**src/rtl/pwr_seq_pkg.sv**
```systemverilog
package pwr_seq_pkg;
    typedef enum logic [2:0] {
        S_IDLE,
        S_LOCK,
        S_UP_DLY,
        S_UP_WAIT,
        S_HOLD,
        S_RUN,
        S_DN_DLY,
        S_DN_WAIT
    } seq_state_e;
endpackage

```
**src/rtl/seq_timer.sv**
```systemverilog
module seq_timer #(
    parameter int W = 8
) (
    input  logic         clk,
    input  logic         rst_n,
    input  logic         load,
    input  logic [W-1:0] load_val,
    output logic         zero
);
    logic [W-1:0] cnt_d, cnt_q;

    always_comb begin
        cnt_d = cnt_q;
        if (load)
            cnt_d = load_val;
        else if (cnt_q != '0)
            cnt_d = cnt_q - W'(1);
    end

    always_ff @(posedge clk or negedge rst_n) begin
        if (!rst_n) cnt_q <= '0;
        else        cnt_q <= cnt_d;
    end

    assign zero = (cnt_q == '0);
endmodule

```
**src/rtl/uv_kill_filter.sv**
```systemverilog
module uv_kill_filter #(
    parameter int FILTER_TICKS = 250
) (
    input  logic clk,
    input  logic rst_n,
    input  logic seq_done,
    input  logic uv_bad,
    output logic drive_low
);
    localparam int FW = $clog2(FILTER_TICKS + 1) + 1;

    typedef struct packed {
        logic [FW-1:0] cnt;
        logic          armed;
        logic          drive;
    } flt_t;

    flt_t d, q;
    logic active, fire;

    always_comb begin
        d      = q;
        active = seq_done || q.armed;
        fire   = !q.drive && active && uv_bad && (q.cnt >= FW'(FILTER_TICKS));
        if (active && uv_bad)
            d.cnt = (q.cnt >= FW'(FILTER_TICKS)) ? q.cnt : q.cnt + FW'(1);
        else
            d.cnt = '0;
        if (seq_done)
            d.armed = 1'b1;
        else if (fire || !uv_bad)
            d.armed = 1'b0;
        d.drive = q.drive ? uv_bad : fire;
    end

    always_ff @(posedge clk or negedge rst_n) begin
        if (!rst_n) q <= '0;
        else        q <= d;
    end

    assign drive_low = q.drive;
endmodule

```
**src/rtl/pwr_seq_ctrl.sv**
```systemverilog
module pwr_seq_ctrl
    import pwr_seq_pkg::*;
#(
    parameter int NUM_RAILS     = 4,
    parameter int DLY_W         = 16,
    parameter int LOCKOUT_TICKS = 2_500_000,
    parameter int HOLDOFF_TICKS = 40_000_000,
    parameter int FILTER_TICKS  = 250
) (
    input  logic                             clk,
    input  logic                             rst_n,
    input  logic                             en_n,
    input  logic [NUM_RAILS-1:0]             uv_good,
    input  logic [NUM_RAILS-1:0]             rail_full,
    input  logic [NUM_RAILS-1:0]             rail_low,
    input  logic [NUM_RAILS-1:0][DLY_W-1:0]  dly_on,
    input  logic [NUM_RAILS-1:0][DLY_W-1:0]  dly_off,
    input  logic                             sysrst_in,
    output logic [NUM_RAILS-1:0]             rail_en,
    output logic                             reset_n,
    output logic                             sysrst_drive_low
);
    localparam int IDX_W  = (NUM_RAILS > 1) ? $clog2(NUM_RAILS) : 1;
    localparam int DLY_MX = (1 << DLY_W) - 1;
    localparam int MAX_A  = (LOCKOUT_TICKS > HOLDOFF_TICKS) ? LOCKOUT_TICKS : HOLDOFF_TICKS;
    localparam int MAX_T  = (MAX_A > DLY_MX) ? MAX_A : DLY_MX;
    localparam int CNT_W  = $clog2(MAX_T + 1);
    localparam logic [IDX_W-1:0] TOP = IDX_W'(NUM_RAILS - 1);

    typedef struct packed {
        seq_state_e           state;
        logic [IDX_W-1:0]     idx;
        logic [NUM_RAILS-1:0] en;
        logic                 rst_out;
        logic                 sys_prev;
    } seq_t;

    seq_t d, q;
    logic             tmr_load, tmr_zero;
    logic [CNT_W-1:0] tmr_val;
    logic             uv_bad, ready, sys_rise;

    assign uv_bad   = !(&uv_good);
    assign ready    = !uv_bad && !en_n;
    assign sys_rise = sysrst_in && !q.sys_prev;

    always_comb begin
        d          = q;
        d.sys_prev = sysrst_in;
        tmr_load   = 1'b0;
        tmr_val    = '0;
        if (uv_bad || !sysrst_in) begin
            d.state   = S_IDLE;
            d.en      = '0;
            d.rst_out = 1'b0;
        end else begin
            case (q.state)
                S_IDLE, S_LOCK: begin
                    if (en_n) begin
                        d.state = S_IDLE;
                    end else if (ready && sys_rise) begin
                        d.state  = S_UP_DLY;
                        d.idx    = '0;
                        tmr_load = 1'b1;
                        tmr_val  = CNT_W'(dly_on[0]);
                    end else if (q.state == S_IDLE) begin
                        d.state  = S_LOCK;
                        tmr_load = 1'b1;
                        tmr_val  = CNT_W'(LOCKOUT_TICKS);
                    end else if (tmr_zero) begin
                        d.state  = S_UP_DLY;
                        d.idx    = '0;
                        tmr_load = 1'b1;
                        tmr_val  = CNT_W'(dly_on[0]);
                    end
                end
                S_UP_DLY: begin
                    if (en_n) begin
                        if (q.idx == '0) begin
                            d.state = S_IDLE;
                        end else begin
                            d.state  = S_DN_DLY;
                            d.idx    = q.idx - IDX_W'(1);
                            tmr_load = 1'b1;
                            tmr_val  = CNT_W'(dly_off[q.idx - IDX_W'(1)]);
                        end
                    end else if (tmr_zero) begin
                        d.state       = S_UP_WAIT;
                        d.en[q.idx]   = 1'b1;
                    end
                end
                S_UP_WAIT: begin
                    if (en_n) begin
                        d.state  = S_DN_DLY;
                        tmr_load = 1'b1;
                        tmr_val  = CNT_W'(dly_off[q.idx]);
                    end else if (rail_full[q.idx]) begin
                        tmr_load = 1'b1;
                        if (q.idx == TOP) begin
                            d.state = S_HOLD;
                            tmr_val = CNT_W'(HOLDOFF_TICKS);
                        end else begin
                            d.state = S_UP_DLY;
                            d.idx   = q.idx + IDX_W'(1);
                            tmr_val = CNT_W'(dly_on[q.idx + IDX_W'(1)]);
                        end
                    end
                end
                S_HOLD, S_RUN: begin
                    if (en_n) begin
                        d.state   = S_DN_DLY;
                        d.idx     = TOP;
                        d.rst_out = 1'b0;
                        tmr_load  = 1'b1;
                        tmr_val   = CNT_W'(dly_off[TOP]);
                    end else if (q.state == S_HOLD && tmr_zero) begin
                        d.state   = S_RUN;
                        d.rst_out = 1'b1;
                    end
                end
                S_DN_DLY: begin
                    if (tmr_zero) begin
                        d.state     = S_DN_WAIT;
                        d.en[q.idx] = 1'b0;
                    end
                end
                S_DN_WAIT: begin
                    if (rail_low[q.idx]) begin
                        if (q.idx == '0) begin
                            d.state = S_IDLE;
                        end else begin
                            d.state  = S_DN_DLY;
                            d.idx    = q.idx - IDX_W'(1);
                            tmr_load = 1'b1;
                            tmr_val  = CNT_W'(dly_off[q.idx - IDX_W'(1)]);
                        end
                    end
                end
                default: d.state = S_IDLE;
            endcase
        end
    end

    always_ff @(posedge clk or negedge rst_n) begin
        if (!rst_n) q <= '{state: S_IDLE, idx: '0, en: '0, rst_out: 1'b0, sys_prev: 1'b1};
        else        q <= d;
    end

    seq_timer #(.W(CNT_W)) u_timer (
        .clk      (clk),
        .rst_n    (rst_n),
        .load     (tmr_load),
        .load_val (tmr_val),
        .zero     (tmr_zero)
    );

    uv_kill_filter #(.FILTER_TICKS(FILTER_TICKS)) u_filter (
        .clk       (clk),
        .rst_n     (rst_n),
        .seq_done  (q.rst_out),
        .uv_bad    (uv_bad),
        .drive_low (sysrst_drive_low)
    );

    assign rail_en = q.en;
    assign reset_n = q.rst_out;
endmodule

```
**config.mk**
```make
export PLATFORM = sky130hd
export DESIGN_NAME = pwr_seq_ctrl
export DESIGN_NICKNAME = d
export VERILOG_FILES = /design/src/rtl/pwr_seq_pkg.sv /design/src/rtl/seq_timer.sv /design/src/rtl/uv_kill_filter.sv /design/src/rtl/pwr_seq_ctrl.sv
export SDC_FILE = /design/constraint.sdc
export NUM_CORES = 1
export LEC_CHECK = 0
export BUFFER_PORTS_ARGS = -buffer_cell sky130_fd_sc_hd__buf_4
export CORE_ASPECT_RATIO = 1.4
export CORE_MARGIN = 3
export CORE_UTILIZATION = 40
export DETAILED_ROUTE_END_ITERATION = 12
export GPL_TIMING_DRIVEN = 0
export PLACE_DENSITY_LB_ADDON = 0.12
export REMOVE_ABC_BUFFERS = 1
export SLEW_MARGIN = 30
export SYNTH_ARGS = -nofsm -noshare
export SYNTH_HDL_FRONTEND = slang
export SYNTH_SLANG_ARGS = --single-unit
```
**constraint.sdc**
```tcl
create_clock -name clk -period 4.73 [get_ports clk]
set_input_delay 0.946 -clock clk [delete_from_list [all_inputs] [get_ports clk]]
set_output_delay 0.946 -clock clk [all_outputs]
set_load 0.05 [all_outputs]
```
Word level (Yosys, flattened, before mapping) --
Cells that the tools add are included.
Storage, ports and cells: latch bits 0, bits in read-only memories 0, logic and storage cells 158, flip-flop bits (word level) 48, input port bits 144, memories 0, memory bits (writable) 0
Operators by class: shift operators 0, magnitude comparators 5, div/mod/pow operators 0, reductions and logical operators 34, add/subtract/negate cells 4, bitwise logic cells 4, $mul 0, equality and inequality tests 26, mux-type cells 76
Operator list (number):
- two-way mux 26 bit | 10
- one-hot mux 26 bit (5 select lines) | 1
- two-way mux 16 bit | 7
- binary-select mux 16 bit (select 2 bit) | 3
- two-way mux 3 bit | 11
- zero test 26 bit | 1
- nonzero test 26 bit | 1
- subtractor 26 x 1 -> 26 bit, second input constant | 1
- two-way mux 5 bit | 5
- two-way mux 1 bit | 20
- two-way mux 9 bit | 2
- != test 3 bit, second input constant | 6
- one-hot mux 3 bit (6 select lines) | 1
- != test 2 bit, second input constant | 8
- two-way mux 2 bit | 7
- equality test 3 bit, second input constant | 4
- two-way mux 4 bit | 3
- != test 4 bit, second input constant | 3
- AND reduction 11 bit | 1
- one-hot mux 2 bit (5 select lines) | 1
- adder 9 x 1 -> 9 bit, second input constant | 1
- >= comparator 9 x 8 -> 1 bit, second input constant | 1
- logical AND 1 bit | 9
- < comparator 2 x 3 -> 1 bit, second input constant | 3
- other kinds (26) | 39

Longest topological paths before layout --
Gate-level depths: netlist of the first run.
depth after elaboration 9, depth in mapped cells 11, mapped depth without buffers 8

Hierarchy --
From an unflattened synthesis of the first run, not the netlist that was laid out.
Unflattened totals: cells, all modules 537, area, all modules 5023.6 µm²
Modules (own cells, without submodules):
- pwr_seq_ctrl | area each 2866.5 µm², instances 1, cells each 302
- seq_timer | area each 1527.7 µm², instances 1, cells each 174
- uv_kill_filter | area each 629.4 µm², instances 1, cells each 61

Worst setup path after synthesis of the first run --
No wires, ideal clock.
kind flip-flop to flip-flop, start point register q[7] (netlist bit), end point register u_timer.cnt_q[0], arrival time 2993 ps, setup slack 1604 ps, stages on the path, launching flop included 11, data required time 4596 ps, cells stage by stage dfrtp_1 buf_2 buf_2 inv_1 ha_1 clkbuf_1 clkbuf_1 clkbuf_1 mux4_2 a221oi_1 mux2i_1
On the way: word-level cells in the longest chain between the ends 9, elaborated cells on any way between the ends 31, classes of those cells add/sub (2); eq/ne (1); mux (26); reduce/logical (2)
Ends and longest elaborated chain:
- from (decl) | line pwr_seq_ctrl.sv:38 | seq_t d, q;
- from (signal assigned) | line pwr_seq_ctrl.sv:145 | if (!rst_n) q <= '{state: S_IDLE, idx: '0, en: '0, rst_out: 1'b0, sys_prev: 1'b1};
- adder 2 x 1 -> 2 bit | line pwr_seq_ctrl.sv:105 | tmr_val = CNT_W'(dly_on[q.idx + IDX_W'(1)]);
- binary-select mux 16 bit (select 2 bit) | line pwr_seq_ctrl.sv:105
- two-way mux 16 bit (implied by the code) | line pwr_seq_ctrl.sv:105
- two-way mux 26 bit | line pwr_seq_ctrl.sv:99 | if (q.idx == TOP) begin
- two-way mux 26 bit | line pwr_seq_ctrl.sv:97 | end else if (rail_full[q.idx]) begin
- two-way mux 26 bit | line pwr_seq_ctrl.sv:93 | if (en_n) begin
- one-hot mux 26 bit (5 select lines) | line pwr_seq_ctrl.sv:57 | case (q.state)
- two-way mux 26 bit | line pwr_seq_ctrl.sv:52 | if (uv_bad || !sysrst_in) begin
- two-way mux 26 bit | line seq_timer.sv:14 | if (load)
- to (signal assigned) | line seq_timer.sv:22 | else cnt_q <= cnt_d;
- to (decl) | line seq_timer.sv:10 | logic [W-1:0] cnt_d, cnt_q;
Parallel ways exist; a longest one is shown, timed or not. The select of a mux whose other input is x is not followed. A chain may end at the register's enable or synchronous reset.

Final worst setup path of the first run --
start point register q[7] (netlist bit), end point register u_timer.cnt_q[11]
The elaborated chain is that of the path after synthesis.

==> flow_summary.ini, run 1 <==
[run_status]
status = finished, final reports clean

[grt]
grt_pass1_vias = 4467
antenna_found_initial = 0
grt_usage_pct = 21.5
grt_pass1_wl_mm = 22.9
gr-total-overflow = 0
grt_start_max_net_pins = 49

[sta]
tightest_slew_ns = 0.905
rsz0062_at_grt = false
finalCriticalPeriod_ns = 3.27
skew_ns = 0.00847
finalHoldViolations = 0
setup_viol = 0
maxSlewViolCount = 0
period_share_pct = 69.1
max_freq_mhz = 306
postLayoutSetupSlackWorst_ns = 1.46
slew_headroom_pct = 39.0

[synth]
netlist.area_leader.share_pct = 24.8
syn_inst = 473
synth_fa_ha_area_share_pct = 2.11
synth_top_family_by_area = multiplexers
async_flop_share_pct = 100
synthTopCellsByArea = dfrtp_1 25%, mux4_2 24%, mux2i_1 4.9%
synth_seq_cells = 48
synth_enable_flop_cells = 0
synth.largest_area_cell = dfrtp_1
syn_area_um2 = 4740
muxShareOfSynthArea_pct = 30.7
ys.flop_type = dfrtp_1
synthSimpleGateAreaFrac_pct = 17.5
synth_compound_area_share_pct = 14.3
synth-seq-area-share_pct = 25.3
syn_area_per_cell_um2 = 10.0
ys_warn_count = 0
synth_xor_area_share_pct = 5.17
synth.distinct_cells = 63

[floorplan]
num_rows = 46
io_pins = 150
core_area_um2 = 11500
initial_utilization_pct = 41.4
die_w_um = 98.0
die_h_um = 135
dieArea_um2 = 13200

[cells_and_area]
fillers = 1049
area_growth_syn_to_layout_pct = 29.0
nets = 748
n_antenna_cell = 0
layout-drive-gt1-share_pct = 39.2
fin_cells = 741

[clocking]
cts_tree = yes
numClockSinks = 48
cts-resized-gates = 0
cts_htree_levels = 2
clk_latency_ns = 0.29
path_clk_slew_ns = 0.07
holdBufCountCts = 0
cts_buffer_depth = 2
post-cts-setup-buffers = 0
numCtsBuffers = 5
cts_root_buf = clkbuf_16

[pwr]
combPwrFrac_pct = 28.8
switching_power_mw = 0.408
p_int_mw = 0.967
ir_drop_uv = 143
pwr-share-seq_pct = 40.8
power_per_cell_area_nw_per_um2 = 225
p_clk_share_pct = 30.4
swShare_pct = 29.7
power.leakage_nw = 2.59

[route]
drt-initial-drc-count = 343
first_pass_iters = 4
viasPerCell = 5.97
drt-total-wl_mm = 14.5
wl_per_cell_um = 19.5
drc = 0
vias = 4422
ant_nets = 0

[placed_design]
port_buffers = 149
pre_cts_slack_ns = 1.31
gp_congestion = 0.871
dp_cells = 733
hpwl_mm = 11.1

[worst_setup_path]
endpoint_kind = register
cp.required_ns = 4.90
crit_chain = inv_1 > ha_2 > nand2b_1 > a31oi_4 > a211oi_1 > a21oi_4 > buf_16 > buf_8 > mux2_4
worstPathArrival_ns = 3.44
start_kind = register
cp_max_fo = 24
cp_slowest_cell = dfrtp_2
cpPeakStageDelay_ns = 0.85
worstSetupPathType = register to register

[flow_run]
drv_cap = 0

[worst_hold_path]
hp-class = register to register
[placed cells by master, fill, tap and decap left out, drive strengths merged, types with 4 or more instances in the layout]
cell and count:
a22oi 10, o21ai 21, a221oi 9, mux4 50
nand2 50, dfrtp 47, mux2 7, nor4 9
a31oi 5, and2 5, xnor2 11, or4 4
a22o 6, nor2 50, a21oi 17, nand2b 4
or3 7, ha 8, mux2i 23, o211a 4
a211oi 4, o211ai 6, buf 152, clkbuf 5
xor2 17, nor3 9, nand3 9, inv 11
nand4 5
[registers in the layout, summed over array words and instances (netlist names)]
signal              count
rail_en                 4
u_timer.cnt_q          26
u_filter.drive_low      1
q                       6
u_filter.q             10
reset_n                 1
[power groups by stage]
stage,Sequential [mW],Clock (mW),Combinational (mW)
after floorplan,0.551,0,0.242
after global placement,0.565,0,0.382
after detailed placement,0.566,0,0.394
after CTS,0.558,0.425,0.398
after global routing,0.572,0.447,0.439
final,0.561,0.418,0.395
[through the flow]
stage / hold WS, ns / utilization [%] / power (mW) / instance area [µm²] / setup TNS, ns
after floorplan: 0.456 / - / 0.794 / 4550 / 0
after global placement: 0.474 / 51.1 / 0.948 / 5850 / -20.24
after detailed placement: 0.498 / 51.9 / 0.960 / 5940 / 0
after CTS: 0.513 / 53.4 / 1.38 / 6110 / 0
after global routing: 0.530 / 53.4 / 1.46 / 6120 / 0
final: 0.501 / 53.4 / 1.37 / 6120 / 0
[synthesized netlist by cell type (9+ instances only)]
| cell type | n |
|---|---|
| xor2_1 | 17 |
| a21oi_1 | 16 |
| dfrtp_1 | 47 |
| clkbuf_1 | 21 |
| a221oi_1 | 9 |
| mux2i_1 | 23 |
| o21ai_0 | 19 |
| nand2_1 | 50 |
| inv_1 | 11 |
| mux4_2 | 50 |
| a22oi_1 | 10 |
| nand3_1 | 9 |
| nor2_1 | 48 |
| xnor2_1 | 11 |
| nor3_1 | 9 |
[routing by layer]
layer | global-route usage (%) | part of all wire (%)
met5 | 0 | 0
met4 | 8.39 | 2.8
met3 | 4.50 | 6.0
met2 | 39.0 | 52
met1 | 24.7 | 39
[layout make-up]
cell class | instances | area (µm²) | area share [%]
clock buffer | 5 | 125 | 2.04
clock inverter | 3 | 47.5 | 0.777
inverter | 11 | 41.3 | 0.675
multi-input combinational | 378 | 3330 | 54.4
sequential | 48 | 1210 | 19.7
tap | 144 | 180 | 2.94
timing repair buffer | 152 | 1190 | 19.4
[path summary, 6_finish.rpt]
path	depth (start not counted)	start	slack (ns)	end
min	2	u_filter.q[9]	0.50	u_filter.q[9]
min in group asynchronous	1	rst_n	0.67	u_timer.cnt_q[3]
max	9	q[7]	1.46	u_timer.cnt_q[11]
max in group asynchronous	1	rst_n	3.57	q[6]
min reg2reg	2	u_filter.q[9]	0.50	u_filter.q[9]
max reg2reg	9	q[7]	1.46	u_timer.cnt_q[11]
[cells by family (layout without fill, tap and decap cells)]
kind of cell               count (synthesis)  after routing
DFF                                       48             48
buffers and inverters                     47            171
xor gates and xnor gates                  28             28
adders and majority gates                  8              8
and+or+nand+nor                          167            167
AOI/OAI and AO/OA                         95             95
muxes                                     80             80
[critical path, delay by kind of cell (launching register included)]
| family | cells | cell delay (ns) |
|---|---|---|
| buffers and inverters | 3 | 0.52 |
| DFF | 1 | 0.85 |
| and+or+nand+nor | 1 | 0.19 |
| muxes | 1 | 0.30 |
| AOI/OAI and AO/OA | 3 | 1.04 |
| adders and majority gates | 1 | 0.24 |
(Power assumes the default switching activity.)
==> inputs of run 2 (changes only) <==
- clock period: 4.73 -> 2.8 ns (I/O delays scaled with it)
==> run 2 against run 1 <==
  * First-iteration DRC count rose by 0.29%
  * Final cell count rose by 1.8%
  * Critical path depth fell by 2
  * Combinational power rose by 71%
  * Flip-flop and latch count did not move
  * Setup slack got worse by 1.4 ns
  * Critical path type unchanged
  * Largest cell class unchanged
==> flow_summary.ini, run 2 (synthesis results as in run 1) <==
[grt]
grt_pass1_vias = 4497
grt_pass1_wl_mm = 23.0
antenna_found_initial = 0
grt_usage_pct = 21.6
gr-total-overflow = 0
grt_start_max_net_pins = 49

[floorplan]
dieArea_um2 = 13200
die_w_um = 98.0
io_pins = 150
core_area_um2 = 11500
initial_utilization_pct = 41.4
die_h_um = 135
num_rows = 46

[sta]
setup_viol = 0
maxSlewViolCount = 0
max_freq_mhz = 371
skew_ns = 0.00894
tightest_slew_ns = 0.872
finalCriticalPeriod_ns = 2.70
postLayoutSetupSlackWorst_ns = 0.102
finalHoldViolations = 0
period_share_pct = 96.3
slew_headroom_pct = 41.2

[clocking]
cts_tree = yes
cts_htree_levels = 2
cts_root_buf = clkbuf_16
numClockSinks = 48
cts_buffer_depth = 2
clk_latency_ns = 0.29
path_clk_slew_ns = 0.07
numCtsBuffers = 5

[route]
ant_nets = 0
viasPerCell = 5.94
vias = 4478
drc = 0
drt-total-wl_mm = 14.8
drt-initial-drc-count = 344
wl_per_cell_um = 19.6
first_pass_iters = 5

[cells_and_area]
n_antenna_cell = 0
final_cell_mix = 161 x buf_4, 50 x nand2_1, 50 x mux4_2
area_growth_syn_to_layout_pct = 32.4
top_register = u_timer.cnt_q
stdcell_area_um2 = 6280
final_common_cell = buf_4
largest_reg_flops = 26
reg_top3 = u_timer.cnt_q (26), u_filter.q (10), q (6)
layout-drive-gt1-share_pct = 41.1
nets = 761

[worst_setup_path]
critPathMostFrequentCell = buf_16
cp_slowest_cell = mux4_2
cp-endpoint = u_timer.cnt_q[11]
cp.required_ns = 2.97
cp.depth = 7
worstSetupPathType = register to register
endpoint_kind = register
worstReg2RegEnd = u_timer.cnt_q[11]
cp_max_fo = 41
worstPathArrival_ns = 2.87
crit_chain = buf_16 > mux4_2 > a211oi_2 > a21oi_4 > buf_16 > buf_8 > mux2_4
start_kind = register
r2r_slack_ns = 0.10
reg2regPathDepth = 7
startpoint = q[6]
path_buf_inv = 3
cpPeakStageDelay_ns = 0.63
timing.rr.start = q[6]
cpLargestDelayFamily = multiplexers

[placed_design]
dpl-instance-area_um2 = 5940
port_buffers = 149
hpwl_mm = 11.1
gp_congestion = 0.871
pre_cts_slack_ns = -0.484

[pwr]
fin_total_pwr_mw = 2.33
power_per_cell_area_nw_per_um2 = 372
ir_drop_uv = 240
power.leakage_nw = 2.67

[worst_hold_path]
hp-class = primary input to asynchronous set/reset pin

[flow_run]
drv_cap = 0

[run_status]
status = finished, final reports clean
## run 2: how the worst min path moves through the flow
stage | from | end | cells past startpoint
floorplan | rst_n | q[10] | 0
detailed placement | u_filter.q[9] | u_filter.q[9] | 2
global placement | u_filter.q[9] | u_filter.q[9] | 2
global route | rst_n | u_timer.cnt_q[2] | 1
finish | rst_n | u_timer.cnt_q[3] | 1
CTS | rst_n | u_timer.cnt_q[2] | 1
## run 2: area by class of cell
cell class	instances	area [µm²]
fillers	1020	5170
repair buffers	165	1310
clock buffers	5	125
flip-flops and latches	48	1210
well taps	144	180
multi-input cells	378	3370
clock inverters	3	47.5
inverters	11	41.3
## run 2: through the flow
step | util, % | hold slack (ns) | std cells | setup TNS [ns]
2_1_floorplan | - | 0.264 | 437 | -42.19
3_3_place_gp | 51.1 | 0.474 | 730 | -78.68
3_5_place_dp | 51.9 | 0.498 | 733 | -6.14
4_1_cts | 53.8 | 0.315 | 743 | 0
5_1_grt | 54.9 | 0.333 | 754 | -0.00122
6_report | 54.9 | 0.291 | 754 | 0
## run 2: per-layer routing
layer  track usage, %  vias up  share of wire (%)
met5                0        -                  0
met4             8.62        0                2.8
met3             4.29       31                6.6
met2             39.2      209                 53
met1             24.8     2153                 38
li1                 -     2085                  -
## run 2: timing repair
item / in CTS / in global routing
buffers inserted: 2 / 11
hold buffers: 0 / 0
pin swaps: 2 / 0
setup endpoints to repair: 25 / 16
cloned: 0 / 0
resized for setup: 5 / 4
## run 2: where the power goes
| part | total (mW) | internal (mW) | switching [mW] |
|---|---|---|---|
| Sequential | 0.954 | 0.812 | 0.142 |
| Combinational | 0.676 | 0.401 | 0.275 |
| Clock | 0.705 | 0.425 | 0.280 |
| Total | 2.33 | 1.64 | 0.697 |
